--- config.mk ---
export PLATFORM = sky130hd
export DESIGN_NAME = wrprot_gate
export DESIGN_NICKNAME = d
export VERILOG_FILES = /design/src/rtl/wp_pkg.sv /design/src/rtl/wp_ctrl_reg.sv /design/src/rtl/wp_window_cmp.sv /design/src/rtl/wp_region_sel.sv /design/src/rtl/wp_strobe_gate.sv /design/src/rtl/wrprot_gate.sv
export SDC_FILE = /design/constraint.sdc
export NUM_CORES = 1
export LEC_CHECK = 0
export ABC_CLOCK_PERIOD_IN_PS = 1590
export BUFFER_PORTS_ARGS = -buffer_cell sky130_fd_sc_hd__clkbuf_2
export CORE_UTILIZATION = 34
export DETAILED_ROUTE_END_ITERATION = 10
export GPL_TIMING_DRIVEN = 0
export PLACE_DENSITY = 0.75
export SLEW_MARGIN = 20
export SYNTH_ARGS = -nofsm -noshare
export SYNTH_HDL_FRONTEND = slang
export SYNTH_SLANG_ARGS = --single-unit
--- constraint.sdc ---
create_clock -name clk -period 1.59 [get_ports clk]
set_input_delay 0.2385 -clock clk [delete_from_list [all_inputs] [get_ports clk]]
set_output_delay 0.2385 -clock clk [all_outputs]
set_load 0.02 [all_outputs]
--- src/rtl/wp_pkg.sv ---
package wp_pkg;

    localparam int WP_NUM_RGN = 4;
    localparam int WP_SEL_W   = $clog2(WP_NUM_RGN);
    localparam int WP_CODE_W  = 3;
    localparam int WP_CFG_W   = 8;

    // Bit layout of the control register
    typedef struct packed {
        logic                  viol;
        logic [WP_CODE_W-1:0]  code;
        logic [WP_NUM_RGN-1:0] en;
    } wp_ctrl_t;

    // Classification of an access seen by the gate
    typedef enum logic [1:0] {
        WP_IDLE    = 2'd0,
        WP_PASS    = 2'd1,
        WP_BLOCKED = 2'd2
    } wp_verdict_e;

    // Number of window steps covered by a size code
    function automatic logic [WP_CODE_W:0] wp_steps(input logic [WP_CODE_W-1:0] code);
        return {1'b0, code} + {{WP_CODE_W{1'b0}}, 1'b1};
    endfunction

    function automatic wp_ctrl_t wp_unpack(input logic [WP_CFG_W-1:0] raw);
        return wp_ctrl_t'(raw);
    endfunction

endpackage

--- src/rtl/wp_ctrl_reg.sv ---
module wp_ctrl_reg
    import wp_pkg::*;
(
    input  logic                clk,
    input  logic                rst,
    input  logic                cfg_we,
    input  logic [WP_CFG_W-1:0] cfg_wdata,
    input  logic                viol_set,
    output wp_ctrl_t            ctrl
);

    wp_ctrl_t wr_view;

    always_comb begin
        wr_view = wp_unpack(cfg_wdata);
    end

    always_ff @(posedge clk) begin
        if (rst) begin
            ctrl <= '0;
        end else begin
            if (cfg_we) begin
                ctrl.en   <= wr_view.en;
                ctrl.code <= wr_view.code;
            end
            // hardware set has priority over a software clear
            if (viol_set) begin
                ctrl.viol <= 1'b1;
            end else if (cfg_we && !wr_view.viol) begin
                ctrl.viol <= 1'b0;
            end
        end
    end

endmodule

--- src/rtl/wp_window_cmp.sv ---
module wp_window_cmp
    import wp_pkg::*;
#(
    parameter int OFS_W     = 16,
    parameter int STEP_LOG2 = 11
) (
    input  logic [WP_CODE_W-1:0] code,
    input  logic [OFS_W-1:0]     ofs,
    output logic                 in_window
);

    localparam int SPAN_W = STEP_LOG2 + WP_CODE_W + 1;
    localparam int LIM_W  = ((SPAN_W > OFS_W) ? SPAN_W : OFS_W) + 1;

    logic [LIM_W-1:0] limit;
    logic [LIM_W-1:0] ofs_ext;

    always_comb begin
        limit   = {{(LIM_W-WP_CODE_W-1){1'b0}}, wp_steps(code)} << STEP_LOG2;
        ofs_ext = {{(LIM_W-OFS_W){1'b0}}, ofs};
        in_window = (ofs_ext < limit);
    end

endmodule

--- src/rtl/wp_region_sel.sv ---
module wp_region_sel
    import wp_pkg::*;
(
    input  logic [WP_NUM_RGN-1:0] en,
    input  logic [WP_SEL_W-1:0]   sel,
    output logic [WP_NUM_RGN-1:0] hit
);

    for (genvar r = 0; r < WP_NUM_RGN; r++) begin : g_rgn
        always_comb begin
            hit[r] = en[r] && (sel == WP_SEL_W'(r));
        end
    end

endmodule

--- src/rtl/wp_strobe_gate.sv ---
module wp_strobe_gate
    import wp_pkg::*;
(
    input  logic        wr_req,
    input  logic        rd_req,
    input  logic        fetch_req,
    input  logic        guarded,
    output logic        wr_strb,
    output logic        rd_strb,
    output logic        fetch_strb,
    output wp_verdict_e verdict
);

    always_comb begin
        if (!wr_req) begin
            verdict = WP_IDLE;
        end else if (guarded) begin
            verdict = WP_BLOCKED;
        end else begin
            verdict = WP_PASS;
        end
        wr_strb    = (verdict == WP_PASS);
        rd_strb    = rd_req;
        fetch_strb = fetch_req;
    end

endmodule

--- src/rtl/wrprot_gate.sv ---
module wrprot_gate
    import wp_pkg::*;
#(
    parameter int OFS_W     = 16,
    parameter int STEP_LOG2 = 11
) (
    input  logic                clk,
    input  logic                rst,
    input  logic                wr_req_i,
    input  logic                rd_req_i,
    input  logic                fetch_req_i,
    input  logic [WP_SEL_W-1:0] rgn_sel_i,
    input  logic [OFS_W-1:0]    ofs_i,
    input  logic                cfg_we_i,
    input  logic [WP_CFG_W-1:0] cfg_wdata_i,
    output logic [WP_CFG_W-1:0] cfg_rdata_o,
    output logic                wr_strb_o,
    output logic                rd_strb_o,
    output logic                fetch_strb_o,
    output logic                viol_irq_o
);

    wp_ctrl_t              ctrl;
    logic [WP_NUM_RGN-1:0] rgn_hit;
    logic                  in_window;
    logic                  guarded;
    wp_verdict_e           verdict;
    logic                  viol_set;

    wp_ctrl_reg u_reg (
        .clk       (clk),
        .rst       (rst),
        .cfg_we    (cfg_we_i),
        .cfg_wdata (cfg_wdata_i),
        .viol_set  (viol_set),
        .ctrl      (ctrl)
    );

    wp_region_sel u_sel (
        .en  (ctrl.en),
        .sel (rgn_sel_i),
        .hit (rgn_hit)
    );

    wp_window_cmp #(
        .OFS_W     (OFS_W),
        .STEP_LOG2 (STEP_LOG2)
    ) u_cmp (
        .code      (ctrl.code),
        .ofs       (ofs_i),
        .in_window (in_window)
    );

    always_comb begin
        guarded = (|rgn_hit) && in_window;
    end

    wp_strobe_gate u_gate (
        .wr_req     (wr_req_i),
        .rd_req     (rd_req_i),
        .fetch_req  (fetch_req_i),
        .guarded    (guarded),
        .wr_strb    (wr_strb_o),
        .rd_strb    (rd_strb_o),
        .fetch_strb (fetch_strb_o),
        .verdict    (verdict)
    );

    always_comb begin
        viol_set    = (verdict == WP_BLOCKED);
        cfg_rdata_o = ctrl;
        viol_irq_o  = ctrl.viol;
    end

endmodule

Word-level counts from Yosys, hierarchy flattened
Cells that the tools add are included.
Word-level totals
  register bits after elaboration: 8
  bits of input ports: 32
  output and inout bits: 12
  logic and storage cells: 24
Operators by class
  add/subtract/negate cells: 1
  $lt $le $gt $ge: 1
  equal/unequal tests: 5
  mux-type cells: 4
  reduce and logical (&&, ||, !) cells: 10
Operators by type and width (number)
  16-bit by 15-bit less-than comparator with 1-bit output: 1
  2-bit equality test, second input constant: 3
  1-bit logical AND: 6
  3-bit by 1-bit adder with 4-bit output, second input constant: 1
  2-bit by 1-bit equality test with 1-bit output, second input constant: 2
  2-bit 2-to-1 mux: 2
  4-bit OR reduction: 1
  2-bit zero test: 1
  1-bit 2-to-1 mux: 2
  2-bit nonzero test: 1
  1-bit zero test: 1

Logic depth before layout (Yosys ltp)
Gate-level depths: netlist of run 1.
  depth after elaboration: 8
  depth in mapped cells: 6
  mapped depth without buffers: 6

Hierarchy
From an unflattened synthesis of run 1, not the netlist that was laid out.
Second synthesis, totals
  cells, all modules: 51
  area, all modules: 494.2 µm²
Modules (own cells, without submodules)
  wp_ctrl_reg: times used 1, cells an instance 27, area an instance 297.8 µm²
  wp_window_cmp: times used 1, cells an instance 12, area an instance 100.1 µm²
  wp_strobe_gate: times used 1, cells an instance 5, area an instance 38.8 µm²
  wp_region_sel: times used 1, cells an instance 4, area an instance 32.5 µm²
  wrprot_gate: times used 1, cells an instance 3, area an instance 25.0 µm²

Worst setup path after synthesis of run 1
No wires, ideal clock.
  path type: register to output
  from: register, netlist name u_reg.ctrl[4]
  to: output port wr_strb_o
  arrival: 1.479 ns
  required time: 1.351 ns
  path slack: -0.127 ns
  cell stages (with the launch flop): 7
  path buffers: 0
  cells stage by stage: dfxtp_1 -> ha_1 -> inv_1 -> ha_1 -> o21ai_0 -> a21oi_1 -> o21a_1
On the way
  word-level cells in the longest chain between the ends: 6
Ends and longest elaborated chain
  3-bit by 1-bit adder with 4-bit output: RTL line wp_pkg.sv:24  | return {1'b0, code} + {{WP_CODE_W{1'b0}}, 1'b1};
  16-bit by 15-bit less-than comparator with 1-bit output: RTL line wp_window_cmp.sv:21  | in_window = (ofs_ext < limit);
  1-bit logical AND: RTL line wrprot_gate.sv:55  | guarded = (|rgn_hit) && in_window;
  2-bit 2-to-1 mux: RTL line wp_strobe_gate.sv:17  | end else if (guarded) begin
  2-bit 2-to-1 mux: RTL line wp_strobe_gate.sv:15  | if (!wr_req) begin
  2-bit by 1-bit equality test with 1-bit output: RTL line wp_strobe_gate.sv:22  | wr_strb = (verdict == WP_PASS);
  end: declaration: RTL line wrprot_gate.sv:17  | output logic wr_strb_o,
No other way between the ends.

Final worst setup path of run 1
  from: register, netlist name u_reg.ctrl[5]
  to: output port wr_strb_o
On the way
  word-level cells in the longest chain between the ends: 6
Ends and longest elaborated chain (RTL line)
  3-bit by 1-bit adder with 4-bit output: wp_pkg.sv:24
  16-bit by 15-bit less-than comparator with 1-bit output: wp_window_cmp.sv:21
  1-bit logical AND: wrprot_gate.sv:55
  2-bit 2-to-1 mux: wp_strobe_gate.sv:17
  2-bit 2-to-1 mux: wp_strobe_gate.sv:15
  2-bit by 1-bit equality test with 1-bit output: wp_strobe_gate.sv:22
No other way between the ends.

==> results of run 1 <==
-- cells in the mapped netlist (all sizes together) --
cell type | instances | area (µm²)
inv | 2 | 7.51
nand3b | 1 | 7.51
ha | 4 | 50.1
xnor2 | 1 | 8.76
o21ai | 2 | 10.0
a21oi | 1 | 5.00
nor3b | 1 | 7.51
nand3 | 1 | 5.00
buf | 5 | 31.3
o21a | 1 | 7.51
mux2i | 7 | 70.1
dfxtp | 8 | 160
mux2 | 2 | 26.3
o41ai | 1 | 16.3
nor3 | 1 | 5.00
nand2b | 1 | 6.26
nor2 | 8 | 30.0
a22oi | 1 | 12.5
-- area by class of cell --
class | instances | area (µm²)
Buffer | 5 | 31.3
Fill cell | 110 | 462
Multi-Input combinational cell | 33 | 300
Inverter | 2 | 7.51
Sequential cell | 8 | 169
Tap cell | 14 | 17.5
Clock buffer | 4 | 26.3
Timing Repair Buffer | 31 | 173
-- power breakdown --
group	leakage (nW)	internal, mW	switching (mW)	total, mW
sequential	0.0675	0.211	0.0108	0.222
combinational	0.292	0.0740	0.0722	0.146
clock	0.0150	0.0961	0.0714	0.168
-- per-layer routing --
| metal | wire, µm | track usage (%) |
|---|---|---|
| met5 | 0 | 0 |
| met4 | 10 | 10.3 |
| met3 | 93 | 7.51 |
| met2 | 586 | 33.3 |
| met1 | 439 | 15.6 |
-- worst min-delay path by stage --
stage / start / to / slack (ns) / depth (start not counted)
detailed placement: cfg_wdata_i[5] / u_reg.ctrl[5] / 0.48 / 3
global route: cfg_wdata_i[6] / u_reg.ctrl[6] / 0.23 / 3
CTS: cfg_wdata_i[5] / u_reg.ctrl[5] / 0.21 / 3
floorplan: cfg_wdata_i[4] / u_reg.ctrl[4] / 0.38 / 2
global placement: cfg_wdata_i[5] / u_reg.ctrl[5] / 0.47 / 3
finish: cfg_wdata_i[5] / u_reg.ctrl[5] / 0.21 / 3
-- logic make-up (layout without fill, tap and decap cells) --
| logic type | after synthesis | after routing | share of synthesized area, % |
|---|---|---|---|
| AOI/OAI and AO/OA | 6 | 6 | 11.0 |
| and+or+nand+nor | 13 | 13 | 13.1 |
| muxes | 9 | 9 | 20.6 |
| buffers and inverters | 7 | 42 | 8.31 |
| adders and majority gates | 4 | 4 | 10.7 |
| DFF | 8 | 8 | 34.3 |
| xor gates and xnor gates | 1 | 1 | 1.88 |
-- stage by stage --
stage	instance area, µm²	setup slack (ns)	hold slack (ns)
2_1_floorplan	492	-0.00634	0.384
3_3_place_gp	649	-0.0970	0.470
3_5_place_dp	649	-0.100	0.481
4_1_cts	711	-0.359	0.210
5_1_grt	724	-0.479	0.227
6_report	724	-0.399	0.214
-- worst reg2reg max path: stages (launching register included) --
cell and delay (ns):
sky130_fd_sc_hd__dfxtp_4 0.36, sky130_fd_sc_hd__ha_4 0.16, sky130_fd_sc_hd__xnor2_2 0.12, sky130_fd_sc_hd__ha_1 0.31
sky130_fd_sc_hd__o21ai_2 0.15, sky130_fd_sc_hd__a21oi_2 0.06, sky130_fd_sc_hd__buf_4 0.13, sky130_fd_sc_hd__o41ai_2 0.17
-- cells in the final DEF, fill, tap and decap left out --
master,count
sky130_fd_sc_hd__dfxtp_1,5
sky130_fd_sc_hd__nand3_1,1
sky130_fd_sc_hd__clkbuf_4,3
sky130_fd_sc_hd__ha_1,3
sky130_fd_sc_hd__buf_8,1
sky130_fd_sc_hd__nand3b_1,1
sky130_fd_sc_hd__buf_1,1
sky130_fd_sc_hd__mux2_1,1
sky130_fd_sc_hd__inv_1,2
sky130_fd_sc_hd__buf_4,6
sky130_fd_sc_hd__nor2_1,8
sky130_fd_sc_hd__dfxtp_4,2
sky130_fd_sc_hd__nand2b_1,1
sky130_fd_sc_hd__a21oi_2,1
sky130_fd_sc_hd__clkbuf_2,27
sky130_fd_sc_hd__mux2i_1,7
sky130_fd_sc_hd__o41ai_2,1
sky130_fd_sc_hd__o21a_2,1
sky130_fd_sc_hd__mux2_4,1
sky130_fd_sc_hd__buf_2,1
sky130_fd_sc_hd__nor3_1,1
sky130_fd_sc_hd__xnor2_2,1
sky130_fd_sc_hd__nor3b_1,1
sky130_fd_sc_hd__ha_4,1
sky130_fd_sc_hd__a22oi_2,1
sky130_fd_sc_hd__clkbuf_1,1
sky130_fd_sc_hd__dfxtp_2,1
sky130_fd_sc_hd__o21ai_2,2
-- timing repair --
item / 4_1_cts / 5_1_grt
setup buffers: 3 / 0
setup endpoints to repair: 1 / 2
pin swaps: 1 / 4
resized for setup: 3 / 4
==> parameters.txt, run 1 <==
Parameter                              Value

Pwr
  Max IR drop VDD ... 0.483 mV
  Final Power ... 0.535 mW
  Power Density ... 739 nW/µm²
  Leakage power of the design ... 0.374 nW

Yosys
  Syn_nets ... 84
  Netlist cell types ... 21
  Netlist area before placement ... 467 µm²
  Count of state elements after synthesis ... 8
  Sequential element share of the synthesized area ... 34.3%
  Gate count of the mapped netlist ... 48
  Average cell area after synthesis ... 9.72 µm²
  Total of warnings raised by yosys ... 0

Detailed routing
  Overall routed net length ... 1130 µm
  Number of optimization iterations in the first detailed-route pass ... 4
  Count of vias placed by the detailed router ... 470
  Mean number of vias per cell ... 4.85
  Remaining design rule violation count ... 0
  1st-iter DRT viols ... 9
  Remaining antenna violation count ... 0
  Per-cell routed wire length ... 11.6 µm

Final layout
  Synthesis-to-finish area growth ... 55.2%
  Biggest registers after layout ... u_reg.ctrl (8)
  Antenna cells ... 0
  Post-route non-filler standard cell count ... 97
  Ratio of cells with drive above 1 in the final layout ... 60.2%
  Register with the most flip-flops ... u_reg.ctrl
  Nets ... 120
  Flip-flop count of the largest register, all copies and words added ... 8
  Post-layout utilization of the core ... 61.1%

Worst setup path
  Crit end category ... output pin
  Largest incremental delay on the critical path ... 0.36 ns
  Crit. Startpoint ... u_reg.ctrl[5]
  Number of cells on the critical path ... 7
  Top fanout value on the critical path ... 3
  Setup crit end ... wr_strb_o
  Standard cell with the maximum stage delay on the critical path ... sky130_fd_sc_hd__dfxtp_4
  Start-to-end type of the worst setup path ... flip-flop to output pin
  Capture instance of the worst register-to-register path ... u_reg.ctrl[7]
  Critical path, cell by cell ... ha_4 -> xnor2_2 -> ha_1 -> o21ai_2 -> a21oi_2 -> o21a_2 -> buf_8
  R2r startpoint ... u_reg.ctrl[5]
  Minimum setup slack among reg-to-reg paths ... 0.04 ns
  Kind of launch point of the worst setup path ... flip-flop
  Endpoint arrival time on the critical path ... 1.75 ns
  Worst Path Buf+Inv ... 1
  Reg2reg path depth ... 7
  Required @ worst endpoint ... 1.35 ns
  Family with the most delay on the worst path ... adder cells

STA
  TNS Setup ... -0.399 ns
  Max frequency ... 503 MHz
  Unrepaired setup endpoints after global routing ... yes
  Worst relative slew slack ... 72.6%
  Least-Margin Pin Slew ... 0.410 ns
  Tmin final ... 1.99 ns
  Final clock skew ... 0.00538 ns
  Share of the clock period used by the worst path ... 125%
  Final-report setup violation count ... 1
  Final slew viol count ... 0
  Final Hold Vio Count ... 0
  Setup ws final ... -0.399 ns

Global routing
  GRT Overall Usage ... 17.9%
  Largest net degree at the start of global routing ... 10
  Number of antenna violations at the first check in global routing ... 0
  First-pass GRT wire length ... 1730 µm
  Global-route congestion overflow total ... 0
  Via count of the first global-routing pass ... 449

Run
  Max-cap viol count ... 0

CTS
  Clock tree root buffer cell ... sky130_fd_sc_hd__clkbuf_4
  Reg clk slew, reported paths ... 0.06 ns
  Max H-tree Level ... 1
  Sinks on Clock Net ... 8
  Clock latency on the worst-skew pair ... 0.26 ns
  TritonCTS clock tree ... done
  Buffer depth of the longest clock path ... 2
  Clock buffers created by TritonCTS ... 3
  Post-cts hold buffer count ... 0

Floorplanning
  Die Y ... 39.1 µm
  Area of the die ... 1520 µm²
  Die Wd ... 39.1 µm
  Num ports ... 44
  Initial cell density of the core ... 39.3%
  Row count ... 12
  Area of the placeable core ... 1190 µm²

Place
  Estimated wirelength of the detail-placed design ... 802 µm
  Cell Count Post-Placement ... 90
  Count of buffers from port buffering ... 28
  Final RePlAce weighted congestion ... 0.587

Run status
  Result of the run ... complete, but fails checks
  Violated checks ... setup timing

Min path
  Worst hold path class ... input pin to flip-flop
No activity file was read; power rests on OpenSTA's default activity.
==> run 2, diff against run 1 <==
--- a/config.mk
+++ b/config.mk
@@ -5,12 +5,12 @@
 export SDC_FILE = /design/constraint.sdc
 export NUM_CORES = 1
 export LEC_CHECK = 0
-export ABC_CLOCK_PERIOD_IN_PS = 1590
+export ABC_CLOCK_PERIOD_IN_PS = 1600
 export BUFFER_PORTS_ARGS = -buffer_cell sky130_fd_sc_hd__clkbuf_2
-export CORE_UTILIZATION = 34
+export CORE_UTILIZATION = 31
 export DETAILED_ROUTE_END_ITERATION = 10
 export GPL_TIMING_DRIVEN = 0
-export PLACE_DENSITY = 0.75
+export PLACE_DENSITY = 0.72
 export SLEW_MARGIN = 20
 export SYNTH_ARGS = -nofsm -noshare
 export SYNTH_HDL_FRONTEND = slang
==> constraint.sdc (replaced) <==
create_clock -name clk -period 1.6 [get_ports clk]
set_input_delay 0.24 -clock clk [delete_from_list [all_inputs] [get_ports clk]]
set_output_delay 0.24 -clock clk [all_outputs]
set_load 0.02 [all_outputs]
==> run 2 against run 1 <==
The run still ends with setup timing left. Sequential power is essentially flat. Hold slack gained 0.00085 ns. Core utilization shrank 8.2 points. Total power shrank 1.5%. Clock skew shrank 0.0051 ns. First-iteration DRC count shrank 67%. Cell count grew 1.0%. Design area shrank 1.6%. Critical endpoint unchanged. Largest cell class unchanged.
==> parameters.txt, run 2 (synthesis results as in run 1) <==
Parameter                              Value

Final layout
  Flip-flop count of the largest register, all copies and words added ... 8 (unchanged)
  Biggest registers after layout ... u_reg.ctrl (8) (unchanged)
  Synthesis-to-finish area growth ... 52.8% (was 55.2%)
  Antenna cells ... 0 (unchanged)
  Top library cells by usage in the layout, fill and taps aside ... 27 x sky130_fd_sc_hd__clkbuf_2, 8 x sky130_fd_sc_hd__nor2_1, 7 x sky130_fd_sc_hd__mux2i_1 (unchanged)
  Nets ... 120 (unchanged)
  Most common cell after layout, fill and taps aside ... sky130_fd_sc_hd__clkbuf_2 (unchanged)
  Register with the most flip-flops ... u_reg.ctrl (unchanged)
  Ratio of cells with drive above 1 in the final layout ... 56.6% (was 60.2%)

STA
  Share of the clock period used by the worst path ... 119%
  Final-report setup violation count ... 1 (unchanged)
  Worst relative slew slack ... 73.2% (was 72.6%)
  Max frequency ... 524 MHz
  Final clock skew ... 0.000307 ns (was 0.00538 ns)
  TNS Setup ... -0.309 ns (was -0.399 ns)
  Tmin final ... 1.91 ns
  Final slew viol count ... 0 (unchanged)
  Setup ws final ... -0.309 ns (was -0.399 ns)
  Unrepaired setup endpoints after global routing ... yes (unchanged)
  Least-Margin Pin Slew ... 0.402 ns (was 0.410 ns)
  Final Hold Vio Count ... 0 (unchanged)

Detailed routing
  Remaining design rule violation count ... 0 (unchanged)
  Mean number of vias per cell ... 4.68 (was 4.85)
  Overall routed net length ... 1040 µm (was 1130 µm)
  Remaining antenna violation count ... 0 (unchanged)
  1st-iter DRT viols ... 3 (was 9)
  Count of vias placed by the detailed router ... 459 (was 470)
  Per-cell routed wire length ... 10.6 µm (was 11.6 µm)
  Number of optimization iterations in the first detailed-route pass ... 4 (unchanged)

Worst setup path
  Reg2reg path depth ... 7 (unchanged)
  Endpoint arrival time on the critical path ... 1.67 ns (was 1.75 ns)
  Crit end category ... output pin (unchanged)
  Kind of launch point of the worst setup path ... flip-flop (unchanged)
  Minimum setup slack among reg-to-reg paths ... 0.12 ns (was 0.04 ns)
  Largest incremental delay on the critical path ... 0.36 ns (about the same)
  Worst Path Buf+Inv ... 1 (unchanged)
  Capture instance of the worst register-to-register path ... u_reg.ctrl[7] (unchanged)
  Standard cell with the maximum stage delay on the critical path ... sky130_fd_sc_hd__dfxtp_4 (unchanged)
  Critical path, cell by cell ... ha_4 -> xnor2_1 -> ha_1 -> o21ai_2 -> a21oi_2 -> o21a_2 -> buf_8 (was ha_4 -> xnor2_2 -> ha_1 -> o21ai_2 -> a21oi_2 -> o21a_2 -> buf_8)
  Start-to-end type of the worst setup path ... flip-flop to output pin (unchanged)
  Required @ worst endpoint ... 1.36 ns (was 1.35 ns)
  Top fanout value on the critical path ... 3 (unchanged)
  R2r startpoint ... u_reg.ctrl[4] (was u_reg.ctrl[5])
  Family with the most delay on the worst path ... adder cells (unchanged)

Min path
  Worst Hold Endpoint ... u_reg.ctrl[4] (was u_reg.ctrl[5])
  Launch instance of the worst min-delay path ... cfg_wdata_i[4] (was cfg_wdata_i[5])
  Hold depth ... 3 (unchanged)
  Worst hold path class ... input pin to flip-flop (unchanged)

Place
  Count of buffers from port buffering ... 28 (unchanged)
  Estimated wirelength of the detail-placed design ... 807 µm (was 802 µm)
  Pre-CTS worst setup slack ... -0.0988 ns (was -0.100 ns)
  Final RePlAce weighted congestion ... 0.664 (was 0.587)

CTS
  Reg clk slew, reported paths ... 0.06 ns (about the same)
  Clock buffers created by TritonCTS ... 3 (unchanged)
  Clock tree root buffer cell ... sky130_fd_sc_hd__clkbuf_4 (unchanged)
  Sinks on Clock Net ... 8 (unchanged)
  Clock latency on the worst-skew pair ... 0.26 ns (about the same)
  Max H-tree Level ... 1 (unchanged)
  TritonCTS clock tree ... done (unchanged)
  Buffer depth of the longest clock path ... 2 (unchanged)

Floorplanning
  Area of the placeable core ... 1350 µm² (was 1190 µm²)
  Area of the die ... 1660 µm² (was 1520 µm²)
  Die Wd ... 40.8 µm (was 39.1 µm)
  Initial cell density of the core ... 34.6% (was 39.3%)
  Num ports ... 44 (unchanged)
  Die Y ... 40.8 µm (was 39.1 µm)
  Row count ... 13 (was 12)

Global routing
  Number of antenna violations at the first check in global routing ... 0 (unchanged)
  Met2 Track Usage GR ... 28.1% (was 33.3%)
  GRT Overall Usage ... 16.5% (was 17.9%)
  Via count of the first global-routing pass ... 417 (was 449)
  GR Util met1 ... 14.7% (was 15.6%)
  Largest net degree at the start of global routing ... 10 (unchanged)
  First-pass GRT wire length ... 1670 µm (was 1730 µm)
  Layer carrying the most global-route usage ... met2 (unchanged)
  Met3 usage ... 8.70% (was 7.51%)
  Global-route congestion overflow total ... 0 (unchanged)

Run
  Max-cap viol count ... 0 (unchanged)

Pwr
  Leakage power of the design ... 0.371 nW (was 0.374 nW)
  Power Density ... 740 nW/µm² (was 739 nW/µm²)
  Max IR drop VDD ... 0.559 mV (was 0.483 mV)

Run status
  Violated checks ... setup timing (unchanged)
  Result of the run ... complete, but fails checks (unchanged)
-- run 2: changes by cell type in the layout (fill, tap and decap cells not counted) --
cell,previous run,this run
sky130_fd_sc_hd__dfxtp_1,5,6
sky130_fd_sc_hd__dfxtp_2,1,0
sky130_fd_sc_hd__o21ai_1,0,1
sky130_fd_sc_hd__o21ai_2,2,1
sky130_fd_sc_hd__xnor2_1,0,1
sky130_fd_sc_hd__xnor2_2,1,0
-- run 2: cell type report --
type	instances	area [µm²]
Multi-Input combinational cell	33	289
Timing Repair Buffer	31	173
Sequential cell	8	168
Inverter	2	7.51
Tap cell	15	18.8
Buffer	5	31.3
Clock buffer	4	26.3
Fill cell	150	637
-- run 2: worst max path at each step --
stage | end | startpoint | depth (start not counted) | slack, ns
floorplan | wr_strb_o | u_reg.ctrl[4] | 6 | 0.002
global placement | wr_strb_o | u_reg.ctrl[4] | 7 | -0.08
detailed placement | wr_strb_o | u_reg.ctrl[4] | 7 | -0.1
CTS | wr_strb_o | u_reg.ctrl[4] | 7 | -0.35
global route | wr_strb_o | u_reg.ctrl[4] | 7 | -0.42
finish | wr_strb_o | u_reg.ctrl[4] | 7 | -0.31
-- run 2: power breakdown --
group / internal (mW) / switching, mW / leakage, nW
clock network: 0.0960 / 0.0775 / 0.0150
logic: 0.0689 / 0.0659 / 0.289
registers: 0.209 / 0.0102 / 0.0672
-- run 2: repair_timing --
action	in CTS	in global routing
gates cloned	0	0
buffers inserted	3	0
hold buffers	0	0
gates resized for setup	1	2
pin swaps	2	0
endpoints found under the setup margin	1	2
-- run 2: tightest hold or removal path, cell delays in order --
cell and delay [ns]:
sky130_fd_sc_hd__clkbuf_2 0.07, sky130_fd_sc_hd__mux2i_1 0.05, sky130_fd_sc_hd__nor2_1 0.07
-- run 2: through the flow --
stage / cell area [µm²] / hold slack [ns] / total power, mW / instances / util [%]
floorplan: 492 / 0.386 / 0.301 / 48 / -
global placement: 651 / 0.473 / 0.343 / 91 / 48.2
detailed placement: 651 / 0.478 / 0.345 / 91 / 48.2
CTS: 708 / 0.204 / 0.537 / 98 / 52.5
global route: 713 / 0.195 / 0.570 / 98 / 52.8
finish: 713 / 0.215 / 0.527 / 98 / 52.8
-- run 2: routing by layer --
layer | wire (µm) | vias up
met3 | 81 | 0
met5 | 0 | -
li1 | - | 236
met2 | 525 | 19
met4 | 0 | 0
met1 | 430 | 204
